$ cat src/rtl/ata_probe_pkg.sv
package ata_probe_pkg;
  localparam int REG_W = 4;

  // Register codes presented to the PIO engine
  localparam logic [REG_W-1:0] REG_NSECT = 4'h2;
  localparam logic [REG_W-1:0] REG_LBAL  = 4'h3;
  localparam logic [REG_W-1:0] REG_DEV   = 4'h6;
  localparam logic [REG_W-1:0] REG_STAT  = 4'h7;
  localparam logic [REG_W-1:0] REG_CTL   = 4'hE;

  localparam logic [7:0] DEV_SEL_BASE = 8'hA0;
  localparam logic [7:0] DEV1_MASK    = 8'h10;
  localparam logic [7:0] SRST_MASK    = 8'h04;
  localparam logic [7:0] PAT_A        = 8'h55;
  localparam logic [7:0] PAT_B        = 8'hAA;
  localparam logic [7:0] STAT_FLOAT   = 8'hFF;
  localparam logic [7:0] SIG_ONE      = 8'h01;
  localparam int         BSY_BIT      = 7;

  typedef enum logic [3:0] {
    PH_IDLE, PH_PROBE, PH_SEL0, PH_SRST, PH_WAIT0,
    PH_SEL1, PH_REG1, PH_BREATH, PH_WAIT1, PH_FIN
  } phase_t;

  typedef struct packed {
    logic             wr;
    logic [REG_W-1:0] rg;
    logic [7:0]       wd;
  } bus_op_t;
endpackage

$ cat src/rtl/ata_span_timer.sv
module ata_span_timer #(
  parameter int TW = 32
) (
  input  logic          clk,
  input  logic          rst,
  input  logic          arm,
  output logic [TW-1:0] elapsed
);
  logic [TW-1:0] free_cnt;
  logic [TW-1:0] mark;

  always_ff @(posedge clk) begin
    if (rst) begin
      free_cnt <= '0;
      mark     <= '0;
    end else begin
      free_cnt <= free_cnt + TW'(1);
      if (arm) mark <= free_cnt;
    end
  end

  assign elapsed = free_cnt - mark;
endmodule

$ cat src/rtl/ata_probe_opdec.sv
module ata_probe_opdec
  import ata_probe_pkg::*;
(
  input  phase_t     phase,
  input  logic [3:0] step,
  input  logic       dev,
  input  logic [7:0] ctl_base,
  output bus_op_t    op
);
  localparam logic [7:0] SEL0 = DEV_SEL_BASE;
  localparam logic [7:0] SEL1 = DEV_SEL_BASE | DEV1_MASK;

  logic       swap;
  logic [7:0] nval;
  logic [7:0] lval;

  always_comb begin
    swap = (step == 4'd3) || (step == 4'd4);
    nval = swap ? PAT_B : PAT_A;
    lval = swap ? PAT_A : PAT_B;
    op   = '{1'b0, REG_STAT, 8'h00};
    case (phase)
      PH_PROBE: begin
        case (step)
          4'd0:             op = '{1'b1, REG_DEV, (dev ? SEL1 : SEL0)};
          4'd1, 4'd3, 4'd5: op = '{1'b1, REG_NSECT, nval};
          4'd2, 4'd4, 4'd6: op = '{1'b1, REG_LBAL, lval};
          4'd7:             op = '{1'b0, REG_NSECT, 8'h00};
          default:          op = '{1'b0, REG_LBAL, 8'h00};
        endcase
      end
      PH_SEL0: op = '{1'b1, REG_DEV, SEL0};
      PH_SEL1: op = '{1'b1, REG_DEV, SEL1};
      PH_SRST: op = '{1'b1, REG_CTL, ((step == 4'd2) ? (ctl_base | SRST_MASK) : ctl_base)};
      PH_REG1: op = '{1'b0, ((step == 4'd0) ? REG_NSECT : REG_LBAL), 8'h00};
      PH_FIN:  op = '{1'b1, REG_DEV, ((step == 4'd1) ? SEL1 : SEL0)};
      default: ;
    endcase
  end
endmodule

$ cat src/rtl/ata_probe_seq.sv
module ata_probe_seq
  import ata_probe_pkg::*;
#(
  parameter int TW            = 32,
  parameter int SRST_CYCLES   = 2000,
  parameter int BREATH_CYCLES = 5000000
) (
  input  logic             clk,
  input  logic             rst,
  input  logic             start,
  input  logic             slave_possible,
  input  logic [7:0]       ctl_normal,
  input  logic [TW-1:0]    deadline_cycles,
  input  logic [TW-1:0]    elapsed,
  input  bus_op_t          op,
  output logic             arm,
  output phase_t           phase,
  output logic [3:0]       step,
  output logic             dev,
  output logic [7:0]       ctl_q,
  output logic             pio_req,
  output logic             pio_write,
  output logic [REG_W-1:0] pio_reg,
  output logic [7:0]       pio_wdata,
  input  logic             pio_done,
  input  logic [7:0]       pio_rdata,
  output logic             busy,
  output logic             done,
  output logic [1:0]       present,
  output logic             timeout
);
  localparam logic [TW-1:0] SRST_LEN   = TW'(SRST_CYCLES);
  localparam logic [TW-1:0] BREATH_LEN = TW'(BREATH_CYCLES);
  localparam logic [3:0]    PROBE_RD_N = 4'd7;
  localparam logic [3:0]    PROBE_LAST = 4'd8;
  localparam logic [3:0]    SRST_LAST  = 4'd4;

  logic          attempt;
  logic          slave_q;
  logic [7:0]    nsect_q;
  logic [TW-1:0] deadline_q;
  logic          in_dly;
  logic          tmr_valid;
  logic [TW-1:0] dly_len;
  logic          st_float;
  logic          st_ready;

  always_comb begin
    in_dly    = ((phase == PH_SRST) && step[0]) || (phase == PH_BREATH);
    dly_len   = (phase == PH_BREATH) ? BREATH_LEN : SRST_LEN;
    tmr_valid = !arm;
    st_float  = (pio_rdata == STAT_FLOAT);
    st_ready  = st_float || !pio_rdata[BSY_BIT];
  end

  always_ff @(posedge clk) begin
    if (rst) begin
      phase <= PH_IDLE;   step <= '0;       dev <= 1'b0;      attempt <= 1'b0;
      arm <= 1'b0;        busy <= 1'b0;     done <= 1'b0;     present <= '0;
      timeout <= 1'b0;    pio_req <= 1'b0;  pio_write <= 1'b0; pio_reg <= '0;
      pio_wdata <= '0;    nsect_q <= '0;    ctl_q <= '0;      slave_q <= 1'b0;
      deadline_q <= '0;
    end else begin
      arm  <= 1'b0;
      done <= 1'b0;
      if (phase == PH_IDLE) begin
        if (start) begin
          phase <= PH_PROBE; step <= '0; dev <= 1'b0; attempt <= 1'b0;
          busy <= 1'b1; present <= '0; timeout <= 1'b0; arm <= 1'b1;
          ctl_q <= ctl_normal; slave_q <= slave_possible; deadline_q <= deadline_cycles;
        end
      end else if (in_dly) begin
        if (tmr_valid && (elapsed >= dly_len)) begin
          arm <= 1'b1;
          if (phase == PH_BREATH) begin
            phase <= PH_REG1;
            step  <= '0;
          end else begin
            step <= step + 4'd1;
          end
        end
      end else if (!pio_req) begin
        pio_req   <= 1'b1;
        pio_write <= op.wr;
        pio_reg   <= op.rg;
        pio_wdata <= op.wd;
      end else if (pio_done) begin
        pio_req <= 1'b0;
        arm     <= 1'b1;
        case (phase)
          PH_PROBE: begin
            if (step == PROBE_RD_N) nsect_q <= pio_rdata;
            if (step == PROBE_LAST) begin
              present[dev] <= (nsect_q == PAT_A) && (pio_rdata == PAT_B);
              step <= '0;
              if (!dev && slave_q) dev <= 1'b1;
              else                 phase <= PH_SEL0;
            end else begin
              step <= step + 4'd1;
            end
          end
          PH_SEL0: begin phase <= PH_SRST; step <= '0; end
          PH_SRST: begin
            if (step == SRST_LAST) begin phase <= PH_WAIT0; step <= '0; end
            else step <= step + 4'd1;
          end
          PH_WAIT0, PH_WAIT1: begin
            if (st_ready) begin
              if (st_float) present[phase == PH_WAIT1] <= 1'b0;
              phase <= ((phase == PH_WAIT0) && present[1]) ? PH_SEL1 : PH_FIN;
              step  <= '0;
            end else if (tmr_valid && (elapsed >= deadline_q)) begin
              timeout <= 1'b1; phase <= PH_IDLE; busy <= 1'b0; done <= 1'b1;
            end else begin
              arm <= 1'b0;
            end
          end
          PH_SEL1: begin phase <= PH_REG1; step <= '0; attempt <= 1'b0; end
          PH_REG1: begin
            if (step == 4'd0) begin
              nsect_q <= pio_rdata;
              step    <= 4'd1;
            end else if ((nsect_q == SIG_ONE) && (pio_rdata == SIG_ONE)) begin
              phase <= PH_WAIT1;
            end else if (!attempt) begin
              attempt <= 1'b1;
              phase   <= PH_BREATH;
            end else begin
              phase <= PH_WAIT1;
            end
          end
          PH_FIN: begin
            if (step == 4'd0 && present[1])      step <= 4'd1;
            else if (step != 4'd2 && present[0]) step <= 4'd2;
            else begin phase <= PH_IDLE; busy <= 1'b0; done <= 1'b1; end
          end
          default: phase <= PH_IDLE;
        endcase
      end
    end
  end

  AST_REQ_HOLD: assert property (@(posedge clk) disable iff (rst)
    pio_req && !pio_done |=> pio_req && $stable(pio_reg) && $stable(pio_write) && $stable(pio_wdata));
  AST_REQ_DROP: assert property (@(posedge clk) disable iff (rst)
    pio_req && pio_done |=> !pio_req);
  AST_DEV_CODE: assert property (@(posedge clk) disable iff (rst)
    pio_req && pio_write && (pio_reg == REG_DEV) |-> (pio_wdata == 8'hA0) || (pio_wdata == 8'hB0));
  AST_CTL_CODE: assert property (@(posedge clk) disable iff (rst)
    pio_req && pio_write && (pio_reg == REG_CTL) |-> ((pio_wdata & ~SRST_MASK) == (ctl_q & ~SRST_MASK)));
  AST_DONE_PULSE: assert property (@(posedge clk) disable iff (rst)
    done |=> !done);
  AST_IDLE_QUIET: assert property (@(posedge clk) disable iff (rst)
    !busy |-> !pio_req);
  AST_TIMEOUT_END: assert property (@(posedge clk) disable iff (rst)
    $rose(timeout) |-> done && !busy);
  AST_PRESENT_HOLD: assert property (@(posedge clk) disable iff (rst)
    !busy |=> busy || $stable(present));
endmodule

$ cat src/rtl/ata_probe_reset.sv
module ata_probe_reset
  import ata_probe_pkg::*;
#(
  parameter int TW            = 32,
  parameter int SRST_CYCLES   = 2000,
  parameter int BREATH_CYCLES = 5000000
) (
  input  logic          clk,
  input  logic          rst,
  input  logic          start,
  input  logic          slave_possible,
  input  logic [7:0]    ctl_normal,
  input  logic [TW-1:0] deadline_cycles,
  output logic          pio_req,
  output logic          pio_write,
  output logic [3:0]    pio_reg,
  output logic [7:0]    pio_wdata,
  input  logic          pio_done,
  input  logic [7:0]    pio_rdata,
  output logic          busy,
  output logic          done,
  output logic [1:0]    present,
  output logic          timeout
);
  logic          arm;
  logic [TW-1:0] elapsed;
  phase_t        phase;
  logic [3:0]    step;
  logic          dev;
  logic [7:0]    ctl_q;
  bus_op_t       op;

  ata_span_timer #(.TW(TW)) u_timer (
    .clk(clk), .rst(rst), .arm(arm), .elapsed(elapsed)
  );

  ata_probe_opdec u_opdec (
    .phase(phase), .step(step), .dev(dev), .ctl_base(ctl_q), .op(op)
  );

  ata_probe_seq #(
    .TW(TW), .SRST_CYCLES(SRST_CYCLES), .BREATH_CYCLES(BREATH_CYCLES)
  ) u_seq (
    .clk(clk), .rst(rst), .start(start), .slave_possible(slave_possible),
    .ctl_normal(ctl_normal), .deadline_cycles(deadline_cycles),
    .elapsed(elapsed), .op(op), .arm(arm), .phase(phase), .step(step),
    .dev(dev), .ctl_q(ctl_q), .pio_req(pio_req), .pio_write(pio_write),
    .pio_reg(pio_reg), .pio_wdata(pio_wdata), .pio_done(pio_done),
    .pio_rdata(pio_rdata), .busy(busy), .done(done), .present(present),
    .timeout(timeout)
  );
endmodule

$ cat config.mk
export PLATFORM = sky130hd
export DESIGN_NAME = ata_probe_reset
export DESIGN_NICKNAME = d
export VERILOG_FILES = /design/src/rtl/ata_probe_pkg.sv /design/src/rtl/ata_span_timer.sv /design/src/rtl/ata_probe_opdec.sv /design/src/rtl/ata_probe_seq.sv /design/src/rtl/ata_probe_reset.sv
export SDC_FILE = /design/constraint.sdc
export NUM_CORES = 1
export LEC_CHECK = 0
export ABC_AREA = 1
export BUFFER_PORTS_ARGS = -buffer_cell sky130_fd_sc_hd__buf_2
export CAP_MARGIN = 10
export CORE_ASPECT_RATIO = 0.9
export CORE_UTILIZATION = 50
export DETAILED_ROUTE_END_ITERATION = 7
export PLACE_DENSITY = 0.74
export SYNTH_ARGS = -nofsm -noshare
export SYNTH_HDL_FRONTEND = slang
export SYNTH_SLANG_ARGS = --single-unit
$ cat constraint.sdc
create_clock -name clk -period 3.7 [get_ports clk]
set_input_delay 0.925 -clock clk [delete_from_list [all_inputs] [get_ports clk]]
set_output_delay 0.925 -clock clk [all_outputs]
set_load 0.03 [all_outputs]
==> results of run 1 <==
## placed cells by master, fill, tap and decap left out, types with 40 or more instances in the layout
master   instances
nand2_1        345
dfxtp_1        140
nor2_1          97
buf_2           71
buf_4           49
nand3_1         50
ha_1            51
o21ai_0        114
a21oi_1        157
nand2_2         40
inv_1          291
## per-layer routing
metal  up-vias  routed length, um
met2       277              11400
met1      4510              13600
met5         -                 36
li1       5152                  -
met4         2                402
met3        34               1640
## worst reg2reg max path, cell delays in order (launching register included)
cell	delay, ps
dfxtp_2	330
inv_2	80
ha_4	140
inv_4	30
fa_2	340
nand3_2	100
nand3_4	90
nand2_2	90
nand2_2	60
nand2_1	70
nand2_2	90
a31oi_4	210
xnor2_2	90
ha_1	290
nand2_2	70
nor3_2	100
nand3_1	120
nor4_2	320
buf_4	170
nand4_1	80
nand3_2	120
nand2_2	70
nand2_2	100
and3_4	200
nand3_4	120
nand2_2	110
nand2_2	40
nor2_1	100
## path summary, 6_finish.rpt
kind / from / end / slack [ps] / cells past startpoint
worst max-delay path: u_timer.free_cnt[0] / u_seq.phase[1] / -70 / 27
worst min-delay path: u_seq.ctl_q[6] / u_seq.ctl_q[6] / 450 / 2
worst max register to register: u_timer.free_cnt[0] / u_seq.phase[1] / -70 / 27
worst min register to register: u_seq.ctl_q[6] / u_seq.ctl_q[6] / 450 / 2
## cells by family (layout without fill, tap and decap cells)
kind of cell,after synthesis,count (layout),synth area share (%)
flip-flops,143,143,29.5
adder cells (fa/ha/maj),77,77,10.0
AO/OA/AOI/OAI,311,311,17.0
buffers and inverters,331,452,12.8
XOR/XNOR,18,18,1.62
AND/OR/NAND/NOR,653,653,29.1
## cell type report
| class | instances | share of cell area (%) |
|---|---|---|
| Multi-Input combinational cell | 1059 | 52.2 |
| Sequential cell | 143 | 24.2 |
| Inverter | 298 | 9.48 |
| Timing Repair Buffer | 122 | 6.30 |
| Clock buffer | 18 | 3.71 |
| Tap cell | 245 | 2.59 |
| Clock inverter | 14 | 1.43 |
## power groups by stage
stage | Clock (W) | Sequential [W] | Combinational, W
2_1_floorplan | 0 | 0.00213 | 0.00316
3_3_place_gp | 0 | 0.00207 | 0.00424
3_5_place_dp | 0 | 0.00208 | 0.00436
4_1_cts | 0.00182 | 0.00205 | 0.00456
5_1_grt | 0.00190 | 0.00210 | 0.00579
6_report | 0.00180 | 0.00206 | 0.00515
## per-stage QoR
step | total power [W] | utilization (%) | cells | setup slack [ps] | area [um^2]
2_1_floorplan | 0.00529 | - | 1533 | 259 | 9710
3_3_place_gp | 0.00631 | 56.3 | 1854 | -3.41 | 10500
3_5_place_dp | 0.00644 | 56.3 | 1854 | -142 | 10500
4_1_cts | 0.00842 | 60.5 | 1889 | 2.39 | 11300
5_1_grt | 0.00979 | 63.2 | 1899 | -287 | 11800
6_report | 0.00901 | 63.2 | 1899 | -66.8 | 11800
## repair_timing
item / in CTS / in global routing
pin swaps: 15 / 27
setup endpoints to repair: 6 / 12
gates resized for setup: 32 / 95
buffers inserted: 3 / 10
endpoints found under the hold margin: 0 / 0
hold buffers: 0 / 0
==> results.txt, run 1 <==
Top Registers: u_seq.deadline_q: 32 flops, u_timer.free_cnt: 32 flops, u_timer.mark: 32 flops
relative slew slack: 29.0%
VDD IR max: 0.392 mV
outcome: complete, but fails checks
Crit path max-delay family: simple AND/OR/NAND/NOR gates
met2 capacity usage during global routing: 40.4%
worst min path class: flip-flop to flip-flop
share of post-route cells with drive strength above 1: 17.2%
sw power: 0.00416 W
Final GP Congestion: 0.979
WL/cell: 14.3 um
multi-input logic area: 6180 um^2
CORE AREA: 18700 um^2
Rows: 47
I/O pins: 72
initial antenna violation count: 0
PD cells: 761 nW/um^2
max_cap viols: 0
EDFF count, synth: 0
number of global-route vias before repair: 8980
Die ar.: 20000 um^2
die height: 134 um
GRT busiest layer: met2
largest net degree at the start of global routing: 82
post-synth cell types: 42
synth warn: 0
DRT iter0 DRCs: 729
Final Max Tran Viols: 0
Final HPWL DP: 20100 um
GR Overflow Total: 0
Seq/Total Area, Yosys: 29.5%
M3 GR Usage: 6.12%
Clk Latency, worst-skew pair: 440 ps
GRT Util Overall: 26.7%
setup_tns: -208 ps
nets: 1771
synth top area cells: dfxtp_1 29%, nand2_1 15%, inv_1 11%
FILL cells: 1728
Pre-Repair DR Iteration Count: 6
async set-or-reset flop fraction in the synthesized netlist: 0%
sequential share of power: 22.8%
synthesized area per cell: 6.33 um^2
H-tree depth: 4
Int Power: 0.00485 W
met1 Use GR: 38.2%
Final min period: 3770 ps
syn nets: 1663
CTS clk-pin slew, worst paths: 70 ps
Mapped Cells: 1533
clock root cell: clkbuf_16
CTS buffer count: 17
CP Capture Type: flip-flop
RSZ-0062 raised after global routing: yes
cell repeated most along the worst path: nand2_2
CTS tree: built
critical path startpoint category: flip-flop
clk buf depth: 2
ANT cells: 0
register area: 2870 um^2
worst-margin pin slew: 1060 ps
most common flop cell mapped by yosys: dfxtp_1
Yosys reg bits: 143
port buffer count: 71
fmax: 265 MHz
final setup fails: 4
Clock Skew: 10.6 ps
chip width: 149 um
slowest cell on the critical path: fa_2
Switching Share: 46.2%
final hold violations: 0
CP max FO: 7
clk sinks: 143
WL final: 27100 um
Synth top cells by count: 381 x nand2_1, 295 x inv_1, 160 x a21oi_1, 143 x dfxtp_1
drt via density: 5.25
DRC Markers: 0
Clock Power Share: 20.0%
post-synthesis cell area: 9710 um^2
first-pass GRT wire length: 42800 um
worst setup margin: -66.8 ps
hold slack: 452 ps
total number of vias: 9975
Req. time, crit path: 4080 ps
max incr delay on CP: 340 ps
post-route clock period utilization: 102%
initial core utilization: 51.9%
crit path DAT: 4140 ps
Comb power frac: 57.2%
Yosys top cell by area: dfxtp_1
failing checks: negative setup slack
crit path kind: flip-flop to flip-flop
post-synth top area share: 29.5%
count leader, synth: nand2_1
post-route ant nets: 0
leak pwr: 5.59 nW
worst path bufs/invs: 3
area grow syn2layout: 21.8%
No activity file was read; power rests on OpenSTA's default activity.
==> run 2, diff against run 1 <==
ABC_AREA = default   (was 1)
CORE_MARGIN = 3   (was default)
GPL_TIMING_DRIVEN = 0   (was default)
==> results.txt, run 2 <==
total number of vias: 9092 (-8.9%)
WL final: 27100 um (about the same)
Post-Place Setup Slack: -1130 ps (-990 ps)
chip width: 150 um (+0.62%)
count leader, synth: nand2_1
I/O pins: 72 (unchanged)
async set-or-reset flop fraction in the synthesized netlist: 0% (unchanged)
DRT iter0 DRCs: 785 (+7.7%)
largest net degree at the start of global routing: 17 (-79%)
post-route clock period utilization: 115% (+13 points)
worst-margin pin slew: 936 ps (-125 ps)
most common library cell in the layout ignoring fill and taps: nand2_1
Core Util, Final: 63.1% (-0.16 points)
Final GP Congestion: 0.979 (about the same)
initial antenna violation count: 0 (unchanged)
clk buf depth: 2 (unchanged)
Clock Skew: 8.38 ps (-2.25 ps)
Clk Latency, worst-skew pair: 430 ps (about the same)
number of global-route vias before repair: 8294 (-7.6%)
Final HPWL DP: 20000 um (-0.40%)
dpl cells: 1518 (-18%)
Rows: 46 (-2.1%)
FILL cells: 1616 (-6.5%)
syn nets: 1337 (-20%)
synth warn: 0 (unchanged)
WL/cell: 17.0 um (+20%)
Seq/Total Area, Yosys: 30.8% (+1.3 points)
crit path DAT: 4590 ps (+450 ps)
CP Capture Type: flip-flop
Pre-Repair DR Iteration Count: 5 (-1)
VDD IR max: 0.483 mV (+23%)
worst min path class: flip-flop to flip-flop
CTS tree: built
Req. time, crit path: 4020 ps (-60 ps)
final setup fails: 12 (+8)
Mapped Cells: 1207 (-21%)
failing checks: negative setup slack
crit path kind: flip-flop to flip-flop
area grow syn2layout: 21.7% (about the same)
CTS clk-pin slew, worst paths: 70 ps (about the same)
CP max FO: 8 (+1)
DRC Markers: 0 (unchanged)
initial core utilization: 51.8% (-0.087 points)
die height: 135 um (+0.92%)
Non-Filler Instances: 1587 (-16%)
post-route ant nets: 0 (unchanged)
Worst setup endpoint: u_seq.phase[0]
RSZ-0062 raised after global routing: yes
Hold Crit Start: u_seq.slave_q
post-synthesis cell area: 9310 um^2 (-4.1%)
post-synth top area share: 30.8% (+1.3 points)
r2r endpoint: u_seq.phase[0]
fmax: 235 MHz (-12%)
clock root cell: clkbuf_16
commonest non-fill, non-tap cells in the layout: 158 x nand2_1, 125 x dfxtp_1, 124 x nor2_1
H-tree depth: 4 (unchanged)
GR Overflow Total: 0 (unchanged)
post-synth cell types: 74 (+76%)
final hold violations: 0 (unchanged)
Final min period: 4260 ps (+497 ps)
port buffer count: 71 (unchanged)
Final Max Tran Viols: 0 (unchanged)
synthesized area per cell: 7.71 um^2 (+22%)
Synth top cells by count: 161 x nand2_1, 143 x dfxtp_1, 127 x nor2_1, 120 x a21oi_1, 86 x inv_1
critical path startpoint category: flip-flop
worst setup margin: -564 ps (-497 ps)
setup_tns: -4720 ps (-4510 ps)
PD cells: 594 nW/um^2 (-22%)
reg-to-reg startpoint: u_timer.mark[10]
R2R depth: 20 (-26%)
relative slew slack: 37.6% (+8.6 points)
share of post-route cells with drive strength above 1: 19.1% (+1.8 points)
GRT Util Overall: 26.4% (-0.33 points)
CTS buffer count: 17 (unchanged)
Total Power: 0.00673 W (-25%)
Yosys top cell by area: dfxtp_1
drt via density: 5.73 (+9.1%)
r2r setup slk: -560 ps (-500 ps)
CORE AREA: 18000 um^2 (-4.0%)
Yosys reg bits: 143 (unchanged)
outcome: complete, but fails checks
first-pass GRT wire length: 42900 um (+0.23%)
Die ar.: 20300 um^2 (+1.6%)
max_cap viols: 0 (unchanged)
CTS Hold Bufs: 0 (unchanged)
ANT cells: 0 (unchanged)
nets: 1464 (-17%)
EDFF count, synth: 0 (unchanged)
Crit. Startpoint: u_timer.mark[10]
Top Registers: u_seq.deadline_q: 32 flops, u_timer.free_cnt: 32 flops, u_timer.mark: 32 flops
clk sinks: 143 (unchanged)
leak pwr: 4.78 nW (-15%)
synth top area cells: dfxtp_1 31%, ha_1 10%, nand2_1 6.5%
most common flop cell mapped by yosys: dfxtp_1
## run 2: cell count changes after synthesis, moves of 24 or more
cell	previous run	this run
o21ai_0	115	45
nand2_1	381	161
nand3_1	54	24
mux2i_1	0	44
a21o_1	0	24
inv_1	295	86
a21oi_1	160	120
## run 2: cell families (layout without fill, tap and decap cells)
logic type | after synthesis | in the layout | synth area share [%]
compound gates | 298 | 298 | 20.8
flops | 143 | 143 | 30.8
simple gates | 446 | 446 | 22.0
fa+ha+maj | 78 | 78 | 10.5
buf+inv | 145 | 285 | 6.06
mux | 45 | 45 | 4.89
xor+xnor | 52 | 52 | 4.89
## run 2: routing by layer
layer	track usage, %	wire [um]	vias to the layer above
met5	2.25	58	-
met4	5.44	335	2
met3	6.39	2150	30
met2	39.6	11600	319
met1	38.4	12900	4247
li1	-	-	4494
## run 2: report_power, final
group          internal (W)  switching, W
combinational       0.00121       0.00197
sequential          0.00171      0.000104
clock              0.000994      0.000729
## run 2: area by class of cell
cell class / instances / area (um^2) / share of cell area, %
Clock buffer: 20 / 467 / 4.12
Clock inverter: 12 / 124 / 1.09
Timing Repair Buffer: 113 / 671 / 5.92
Inverter: 86 / 323 / 2.85
Buffer: 54 / 221 / 1.95
Multi-Input combinational cell: 919 / 6330 / 55.9
Tap cell: 240 / 300 / 2.65
Sequential cell: 143 / 2900 / 25.6
## run 2: worst max-delay path, stage by stage, from the launching register on
cell      delay, ps
dfxtp_2         330
inv_2            50
ha_4            310
nand4_1         200
or3_1           440
a21oi_2         230
nor2_1           90
o221ai_1        220
xor2_1          260
ha_1            290
a21o_1          180
a21o_1          180
a21oi_2         120
nor2b_1          50
o21ai_1         130
a211o_1         160
o211ai_1        130
o211ai_1        210
buf_4           160
a21o_4          110
mux2_4          290
## run 2: worst min-delay path by stage
stage / endpoint / slack (ps) / depth (start not counted)
6_report: u_seq.slave_q / 450 / 2
5_1_grt: u_seq.deadline_q[14] / 480 / 2
4_1_cts: u_seq.ctl_q[2] / 450 / 2
3_3_place_gp: u_seq.slave_q / 440 / 2
3_5_place_dp: u_seq.ctl_q[2] / 450 / 2
2_1_floorplan: u_timer.free_cnt[0] / 430 / 1
## run 2: metrics by stage
| step | hold WS, ps | instance area, um^2 |
|---|---|---|
| global placement | 439 | 10100 |
| detailed placement | 445 | 10100 |
| global route | 479 | 11300 |
| floorplan | 426 | 9420 |
| CTS | 454 | 11100 |
| finish | 452 | 11300 |
## run 2: what timing repair did
action / 4_1_cts / 5_1_grt
buffers inserted: 22 / 20
pin swaps: 36 / 50
resized for setup: 42 / 48
setup endpoints to repair: 12 / 12
==> run 3, diff against run 2 <==
--- a/config.mk
+++ b/config.mk
@@ -14,3 +14,5 @@
 export GPL_TIMING_DRIVEN = 0
+export MAX_ROUTING_LAYER = met4
 export PLACE_DENSITY = 0.74
+export SKIP_CTS_REPAIR_TIMING = 1
 export SYNTH_ARGS = -nofsm -noshare
==> constraint.sdc (replaced) <==
create_clock -name clk -period 3.7 [get_ports clk]
set_input_delay 0.37 -clock clk [delete_from_list [all_inputs] [get_ports clk]]
set_output_delay 0.37 -clock clk [all_outputs]
set_load 0.03 [all_outputs]
==> results.txt, run 3 (same netlist as run 2, synthesis figures left out) <==
outcome: complete, but fails checks
failing checks: negative setup slack
H-tree depth: 4 (unchanged)
Req. time, crit path: 4020 ps (about the same)
Final Max Tran Viols: 0 (unchanged)
Clk Latency, worst-skew pair: 430 ps (about the same)
leak pwr: 4.74 nW (-0.64%)
final hold violations: 0 (unchanged)
first-pass GRT wire length: 41500 um (-3.2%)
most common library cell in the layout ignoring fill and taps: nand2_1
max_cap viols: 0 (unchanged)
critical path startpoint category: flip-flop
GR Overflow Total: 0 (unchanged)
RSZ-0062 raised after global routing: yes
Final min period: 4480 ps (+213 ps)
area grow syn2layout: 20.7%
DRT iter0 DRCs: 849 (+8.2%)
Post-Place Setup Slack: -1210 ps (-81.2 ps)
PD cells: 586 nW/um^2 (-1.3%)
die height: 135 um (unchanged)
DRC Markers: 0 (unchanged)
WL/cell: 17.0 um (about the same)
nets: 1460 (-0.27%)
Top Registers: u_seq.deadline_q: 32 flops, u_timer.free_cnt: 32 flops, u_timer.mark: 32 flops
clock root cell: clkbuf_16
post-route ant nets: 0 (unchanged)
I/O pins: 72 (unchanged)
CP max FO: 5 (-3)
largest net degree at the start of global routing: 17 (unchanged)
share of post-route cells with drive strength above 1: 17.9% (-1.2 points)
GRT Util Overall: 26.3% (-0.098 points)
CTS tree: built
CTS clk-pin slew, worst paths: 70 ps (about the same)
Final GP Congestion: 1.01 (+3.3%)
initial core utilization: 51.8% (unchanged)
CORE AREA: 18000 um^2 (unchanged)
fmax: 223 MHz (-4.7%)
commonest non-fill, non-tap cells in the layout: 160 x nand2_1, 126 x dfxtp_1, 125 x nor2_1
crit path DAT: 4800 ps (+210 ps)
relative slew slack: 35.4% (-2.2 points)
r2r setup slk: -780 ps (-210 ps)
number of global-route vias before repair: 8078 (-2.6%)
Core Util, Final: 62.6% (-0.49 points)
Final HPWL DP: 19900 um (-0.95%)
final setup fails: 12 (unchanged)
worst setup margin: -777 ps (-213 ps)
total number of vias: 9133 (+0.45%)
worst-margin pin slew: 970 ps (+33.7 ps)
clk buf depth: 2 (unchanged)
Die ar.: 20300 um^2 (unchanged)
initial antenna violation count: 0 (unchanged)
post-route clock period utilization: 121% (+5.7 points)
VDD IR max: 0.447 mV (-7.3%)
Clock Skew: 12.7 ps (+4.36 ps)
crit path kind: flip-flop to flip-flop
ANT cells: 0 (unchanged)
Pre-Repair DR Iteration Count: 6 (+1)
CTS buffer count: 17 (unchanged)
WL final: 27000 um (-0.27%)
chip width: 150 um (unchanged)
port buffer count: 71 (unchanged)
worst min path class: input port to flip-flop
clk sinks: 143 (unchanged)
drt via density: 5.77 (+0.70%)
Rows: 46 (unchanged)
CP Capture Type: flip-flop
-- run 3: path summary, 6_finish.rpt --
path | endpoint | cells after the start | from
worst min-delay path | u_seq.ctl_q[2] | 3 | ctl_normal[2]
worst min register to register | u_timer.free_cnt[0] | 1 | u_timer.free_cnt[0]
worst max-delay path | u_seq.phase[0] | 21 | u_timer.free_cnt[0]
worst max register to register | u_seq.phase[0] | 21 | u_timer.free_cnt[0]
-- run 3: worst max-delay path, stage by stage (launching register included) --
cell      delay, ps
dfxtp_4         360
inv_2            60
ha_4            130
inv_2            40
fa_2            380
a211oi_4        250
o21ai_4         110
a21oi_4         220
o21ai_2          90
a221o_1         340
xor2_1          170
ha_1            310
nand4_1         120
nor2_2          200
inv_2            60
nor4_4          330
o311ai_2        190
o211ai_1        190
o211ai_1        150
buf_4           170
a21o_4          210
mux2_4          290
-- run 3: power by group --
part	switching (W)	internal [W]	total, W
clock	0.000712	0.000879	0.00159
combinational	0.00200	0.00118	0.00318
sequential	0.000106	0.00171	0.00182
total	0.00282	0.00377	0.00659
-- run 3: through the flow --
stage	cell area (um^2)	std cells	setup TNS [ps]	hold slack [ps]	power [W]
final	11200	1583	-6230	167	0.00659
after global routing	11200	1583	-7940	170	0.00696
after CTS	10600	1550	-9730	159	0.00621
after detailed placement	10100	1518	-9200	448	0.00461
after global placement	10100	1518	-8780	440	0.00459
after floorplan	9420	1207	-926	426	0.00388
-- run 3: final cells by class --
type	count	area, um^2
fillers	1634	6720
repair buffers	104	614
inverters	86	323
flip-flops and latches	143	2890
clock inverters	11	85.1
clock buffers	21	450
multi-input cells	919	6300
well taps	240	300
plain buffers	59	268
-- run 3: metal layers --
layer	up-vias	share of wire, %	routed length (um)	GRT usage (%)
li1	4487	-	-	-
met1	4302	49	13100	38.1
met2	311	42	11400	36.2
met3	33	7.4	2000	6.59
met4	0	1.6	438	7.27
met5	-	0	0	-
